===== src/rtl/fft4_agen_pkg.sv =====
package fft4_agen_pkg;

  localparam int SEL_W = 3;

  function automatic int pass_bits(input int log4n);
    return (log4n < 2) ? 1 : $clog2(log4n);
  endfunction

endpackage


===== src/rtl/fft4_step_ctr.sv =====
module fft4_step_ctr
  import fft4_agen_pkg::*;
#(
  parameter int LOG4N = 3,
  parameter int BW    = 2 * LOG4N - 2,
  parameter int PW    = pass_bits(LOG4N)
) (
  input  logic          clk,
  input  logic          rst_n,
  input  logic          launch,
  output logic          run,
  output logic [BW-1:0] bfly,
  output logic [PW-1:0] pass,
  output logic          last_step
);

  localparam logic [BW-1:0] B_LAST = '1;
  localparam logic [PW-1:0] P_LAST = PW'(LOG4N - 1);

  logic          run_q, run_d;
  logic [BW-1:0] b_q, b_d;
  logic [PW-1:0] p_q, p_d;
  logic          step_en;

  assign step_en = launch | run_q;

  always_comb begin
    run_d = run_q;
    b_d   = b_q;
    p_d   = p_q;
    if (launch) begin
      run_d = 1'b1;
      b_d   = '0;
      p_d   = '0;
    end else if (run_q) begin
      b_d = b_q + BW'(1);
      if (b_q == B_LAST) begin
        if (p_q == P_LAST) begin
          run_d = 1'b0;
          p_d   = '0;
        end else begin
          p_d = p_q + PW'(1);
        end
      end
    end
  end

  always_ff @(posedge clk or negedge rst_n) begin
    if (!rst_n) begin
      run_q <= 1'b0;
      b_q   <= '0;
      p_q   <= '0;
    end else if (step_en) begin
      run_q <= run_d;
      b_q   <= b_d;
      p_q   <= p_d;
    end
  end

  assign run       = run_q;
  assign bfly      = b_q;
  assign pass      = p_q;
  assign last_step = run_q & (b_q == B_LAST) & (p_q == P_LAST);

  AST_LAUNCH_ZERO: assert property (@(posedge clk) disable iff (!rst_n)
    launch |=> (run_q && b_q == '0 && p_q == '0));
  AST_BFLY_WRAP: assert property (@(posedge clk) disable iff (!rst_n)
    (run_q && !launch && b_q == B_LAST && p_q != P_LAST) |=> (b_q == '0 && p_q == $past(p_q) + PW'(1)));
  AST_PASS_RANGE: assert property (@(posedge clk) disable iff (!rst_n)
    run_q |-> (p_q <= P_LAST));
  AST_RUN_ENDS: assert property (@(posedge clk) disable iff (!rst_n)
    (run_q && !launch && b_q == B_LAST && p_q == P_LAST) |=> !run_q);

endmodule


===== src/rtl/fft4_addr_map.sv =====
module fft4_addr_map
  import fft4_agen_pkg::*;
#(
  parameter int LOG4N = 3,
  parameter int BW    = 2 * LOG4N - 2,
  parameter int PW    = pass_bits(LOG4N)
) (
  input  logic [BW-1:0] bfly,
  input  logic [PW-1:0] pass,
  output logic [BW-1:0] rd_addr,
  output logic [BW-1:0] tw_addr
);

  logic [BW-1:0] rot_opt [LOG4N];
  logic [BW-1:0] tw_opt  [LOG4N];

  for (genvar k = 0; k < LOG4N; k++) begin : g_pass
    logic [BW-1:0] rot_w;
    logic [BW-1:0] tw_w;
    for (genvar i = 0; i < BW; i++) begin : g_bit
      assign rot_w[i] = bfly[(i + 2 * k) % BW];
      if (i >= 2 * k) begin : g_keep
        assign tw_w[i] = bfly[i];
      end else begin : g_clear
        assign tw_w[i] = 1'b0;
      end
    end
    assign rot_opt[k] = rot_w;
    assign tw_opt[k]  = tw_w;
  end

  always_comb begin
    rd_addr = '0;
    tw_addr = '0;
    for (int k = 0; k < LOG4N; k++) begin
      if (pass == PW'(k)) begin
        rd_addr = rot_opt[k];
        tw_addr = tw_opt[k];
      end
    end
  end

endmodule


===== src/rtl/fft4_wr_pipe.sv =====
module fft4_wr_pipe #(
  parameter int W     = 4,
  parameter int DEPTH = 3
) (
  input  logic         clk,
  input  logic         rst_n,
  input  logic         in_valid,
  input  logic         in_last,
  input  logic [W-1:0] in_addr,
  output logic         out_valid,
  output logic         out_last,
  output logic [W-1:0] out_addr,
  output logic         any_valid
);

  logic [DEPTH-1:0] v_q;
  logic [DEPTH-1:0] l_q;
  logic [W-1:0]     a_q [DEPTH];

  for (genvar s = 0; s < DEPTH; s++) begin : g_stage
    logic         src_v;
    logic         src_l;
    logic [W-1:0] src_a;
    if (s == 0) begin : g_head
      assign src_v = in_valid;
      assign src_l = in_last;
      assign src_a = in_addr;
    end else begin : g_body
      assign src_v = v_q[s-1];
      assign src_l = l_q[s-1];
      assign src_a = a_q[s-1];
    end

    always_ff @(posedge clk or negedge rst_n) begin
      if (!rst_n) begin
        v_q[s] <= 1'b0;
        l_q[s] <= 1'b0;
      end else begin
        v_q[s] <= src_v;
        l_q[s] <= src_v & src_l;
      end
    end

    always_ff @(posedge clk or negedge rst_n) begin
      if (!rst_n) begin
        a_q[s] <= '0;
      end else if (src_v) begin
        a_q[s] <= src_a;
      end
    end
  end

  assign out_valid = v_q[DEPTH-1];
  assign out_last  = l_q[DEPTH-1];
  assign out_addr  = a_q[DEPTH-1];
  assign any_valid = |v_q;

  AST_LAST_NEEDS_VALID: assert property (@(posedge clk) disable iff (!rst_n)
    out_last |-> out_valid);

endmodule


===== src/rtl/fft4_addr_gen.sv =====
module fft4_addr_gen
  import fft4_agen_pkg::*;
#(
  parameter int LOG4N    = 3,
  parameter int PIPE_LAT = 3,
  localparam int BW      = 2 * LOG4N - 2,
  localparam int PW      = pass_bits(LOG4N)
) (
  input  logic             clk,
  input  logic             rst_n,
  input  logic             start,
  output logic             busy,
  output logic             rd_valid,
  output logic [BW-1:0]    rd_addr,
  output logic             wr_valid,
  output logic [BW-1:0]    wr_addr,
  output logic [BW-1:0]    tw_addr,
  output logic [PW-1:0]    pass_num,
  output logic [SEL_W-1:0] reorder_sel,
  output logic             done
);

  logic          run;
  logic [BW-1:0] bfly;
  logic [PW-1:0] pass;
  logic          last_step;
  logic          launch;
  logic          pipe_busy;
  logic          wr_last;
  logic          done_q, done_d;

  assign busy   = run | pipe_busy;
  assign launch = start & ~busy;

  fft4_step_ctr #(.LOG4N(LOG4N), .BW(BW), .PW(PW)) u_ctr (
    .clk       (clk),
    .rst_n     (rst_n),
    .launch    (launch),
    .run       (run),
    .bfly      (bfly),
    .pass      (pass),
    .last_step (last_step)
  );

  fft4_addr_map #(.LOG4N(LOG4N), .BW(BW), .PW(PW)) u_map (
    .bfly    (bfly),
    .pass    (pass),
    .rd_addr (rd_addr),
    .tw_addr (tw_addr)
  );

  fft4_wr_pipe #(.W(BW), .DEPTH(PIPE_LAT)) u_wr (
    .clk       (clk),
    .rst_n     (rst_n),
    .in_valid  (run),
    .in_last   (last_step),
    .in_addr   (rd_addr),
    .out_valid (wr_valid),
    .out_last  (wr_last),
    .out_addr  (wr_addr),
    .any_valid (pipe_busy)
  );

  assign done_d = wr_valid & wr_last;

  always_ff @(posedge clk or negedge rst_n) begin
    if (!rst_n) begin
      done_q <= 1'b0;
    end else begin
      done_q <= done_d;
    end
  end

  assign rd_valid    = run;
  assign pass_num    = pass;
  assign reorder_sel = bfly[SEL_W-1:0];
  assign done        = done_q;

  AST_TW_LOW_CLEAR: assert property (@(posedge clk) disable iff (!rst_n)
    rd_valid |-> ((tw_addr & ((BW'(1) << (2 * pass_num)) - BW'(1))) == '0));
  AST_ROT_KEEPS_ONES: assert property (@(posedge clk) disable iff (!rst_n)
    rd_valid |-> ($countones(rd_addr) == $countones(bfly)));
  AST_START_IGNORED: assert property (@(posedge clk) disable iff (!rst_n)
    (start && run && !last_step) |=> (run && bfly == $past(bfly) + BW'(1)));
  AST_DONE_PULSE: assert property (@(posedge clk) disable iff (!rst_n)
    done |=> !done);
  AST_DONE_IDLE: assert property (@(posedge clk) disable iff (!rst_n)
    done |-> (!rd_valid && !wr_valid));

endmodule


===== config.mk =====
export PLATFORM = sky130hd
export DESIGN_NAME = fft4_addr_gen
export DESIGN_NICKNAME = d
export VERILOG_FILES = /design/src/rtl/fft4_agen_pkg.sv /design/src/rtl/fft4_step_ctr.sv /design/src/rtl/fft4_addr_map.sv /design/src/rtl/fft4_wr_pipe.sv /design/src/rtl/fft4_addr_gen.sv
export SDC_FILE = /design/constraint.sdc
export NUM_CORES = 1
export LEC_CHECK = 0
export BUFFER_PORTS_ARGS = -buffer_cell sky130_fd_sc_hd__buf_4
export CORE_MARGIN = 3
export CORE_UTILIZATION = 40
export DETAILED_ROUTE_END_ITERATION = 16
export PLACE_DENSITY_LB_ADDON = 0.2
export SETUP_SLACK_MARGIN = 0.5
export SKIP_LAST_GASP = 1
export SLEW_MARGIN = 20
export SYNTH_ARGS = -nofsm -noshare
export SYNTH_HDL_FRONTEND = slang
export SYNTH_SLANG_ARGS = --single-unit

===== constraint.sdc =====
create_clock -name clk -period 3.1 [get_ports clk]
set_clock_uncertainty 0.15 [all_clocks]
set_input_delay 0.62 -clock clk [delete_from_list [all_inputs] [get_ports clk]]
set_output_delay 0.62 -clock clk [all_outputs]
set_load 0.02 [all_outputs]

==> results.ini <==
[floorplanning]
rows=18
dieHeight_um=58.6
ios=24
initial_utilization_pct=43.6
die_w_um=58.6
core_area_um2=2540
die-area_um2=3440

[place]
place_hpwl_um=1460
place_inst=135
portBuffers=23
place_congestion=0.790
place_ws_ps=1040

[clock_network]
clockBufferDepth=2
cts_setup_buffers=0
holdBufCountCts=0
cts_num_sinks=26
cts_tree=yes
path_clk_slew_ps=140
cts_buffers=3
ctsResizeCount=0
clock-root-buffer=clkbuf_4
clk-insertion-delay-late_ps=320
cts_max_level=1

[detailed_routing]
drtPass1Iterations=4
vias_per_cell=5.05
antenna_left=0
wl_per_cell_um=14.7
routed_wl_um=2040
drc=0
first_iter_violations=17
route.vias.total=702

[cells_and_area]
fin_nets=114
area_delta_synth_final_pct=20.7
antenna_cells=0
layout-drive-gt1-share_pct=42.2
stdcell_count=139

[global_routing]
antenna_found_initial=0
grt_max_degree=27
first_global_vias=723
gr-usage-all-layers_pct=13.3
grt.overflow.total=0
grt_pass1_wl_um=3440

[timing]
min_period_over_period_pct=78.7
max_freq_mhz=410
setup-tns-final_ps=0
slew_viol_final=0
finalHoldViolCount=0
worst_pin_slew_ps=544
maxSlewHeadroom_pct=63.7
finalWorstSetupSlack_ps=661
grt_setup_unrepaired=false
setup_viol=0
period_needed_ps=2440

[pwr]
power.total_uw=1650
ir_worst_vdd_mv=0.760
power.leakage_uw=0.000652
power_density_nw_per_um2=1230

[synthesis]
synth_warnings=0
yosysSeqAreaShare_pct=58.7
synth_top_area_share_pct=58.7
synth_area_leader_cell=dfrtp_1
yosysUniqueCellTypes=25
ys_ff_latch=26
synth_area_per_cell_um2=12.7
syn_area_um2=1110
ys_top_cells_by_area=dfrtp_1 59%, mux2_2 13%, buf_4 2.7%
synth_nets=91
syn_inst=87

[critical_path]
cp-start-kind=flip-flop
crit_path_end_kind=output pin
worstPathRequired_ps=2330
worst-setup-path-type=reg2out
arrival_ps=1670
worstPathMaxFanout=17

[run_status]
status=finished clean

[hold_path]
hold_class=in2async

[flow_run]
maxCapViolCount=0

-- per-stage QoR --
step / area [um^2] / util, % / hold WS [ps]
after floorplan: 1110 / - / 174
after global placement: 1280 / 50.5 / 296
after detailed placement: 1280 / 50.5 / 292
after CTS: 1340 / 52.6 / 26.6
after global routing: 1340 / 52.6 / 29.9
final: 1340 / 52.6 / 20.3
-- per-layer routing --
metal  share of wire, %  vias to the layer above  GRT usage [%]
li1                   -                      339              -
met1                 47                      343           16.9
met2                 46                       18           22.0
met3                5.5                        2           4.39
met4               0.78                        0           2.91
met5                  0                        -              0
-- cell families (layout without fill, tap and decap cells) --
family / count (synthesis) / count (layout) / share of synthesized area (%)
AOI/OAI and AO/OA: 7 / 7 / 3.95
and+or+nand+nor: 30 / 30 / 16.7
xor gates and xnor gates: 1 / 1 / 0.790
muxes: 15 / 15 / 15.0
DFF: 26 / 26 / 58.7
buffers and inverters: 7 / 29 / 3.72
adders and majority gates: 1 / 1 / 1.13
-- where the power goes --
part           internal (uW)  switching (uW)  total (uW)
Sequential               485             184         669
Combinational            380             370         750
Clock                    131            96.2         227
Total                    996             650        1650
-- state kept, by name, summed over array words and instances (netlist names), 2 cells and up --
register	count
u_wr.g_stage.src_l	2
u_wr.g_stage.src_a	8
u_ctr.bfly	4
u_ctr.pass	2
u_wr.out_addr	4
u_wr.g_stage.src_v	2
-- final timing paths --
path,end,slack (ps),cells after the start,start
worst min register to register,u_wr.out_last,320,1,u_wr.g_stage[2].src_l
worst max-delay path,busy,660,2,u_ctr.run
min in group clk,u_wr.out_last,320,1,u_wr.g_stage[2].src_l
worst max register to register,u_ctr.pass[1],1450,3,u_ctr.run
max in group asynchronous,u_wr.g_stage[1].src_a[2],2520,1,rst_n
worst min-delay path,u_ctr.bfly[0],20,1,rst_n
-- area by class of cell --
type | instances | area (um^2)
clock buffers | 3 | 22.5
clock inverters | 1 | 30.0
fillers | 237 | 1210
inverters | 2 | 7.51
multi-input cells | 54 | 417
flip-flops and latches | 26 | 651
well taps | 30 | 37.5
repair buffers | 23 | 173
-- critical path, stage by stage, from the launching register on --
cell and delay, ps:
dfrtp_1 610, or4_4 550, buf_4 190
-- cell usage in the layout (no fill, tap or decap), types with 3 or more instances in the layout --
cell type	Yosys	layout
mux2_2	13	13
nand4_1	3	3
nor2_1	5	5
and2_1	4	4
nand2_1	5	5
clkbuf_4	0	3
nand2b_1	4	4
dfrtp_1	26	26
buf_4	4	23
nor2b_1	3	3
-- synth_stat cells --
library cell and instances:
nor2b_1 3, mux2i_1 2, xnor2_1 1, nor2_1 5
dfrtp_1 26, nand4_1 3, o21ai_0 2, nor2_8 1
clkbuf_1 1, nand2b_1 4, and2_2 1, o21ai_1 1
or4_4 1, or2_2 1, a31oi_1 1, mux2_2 13
and2_1 4, nand2_1 5, inv_1 2, ha_1 1
a21oi_1 1, o21ai_2 2, buf_4 4, nand3b_1 1
nor3b_1 1
No activity file was read; power rests on OpenSTA's default activity.
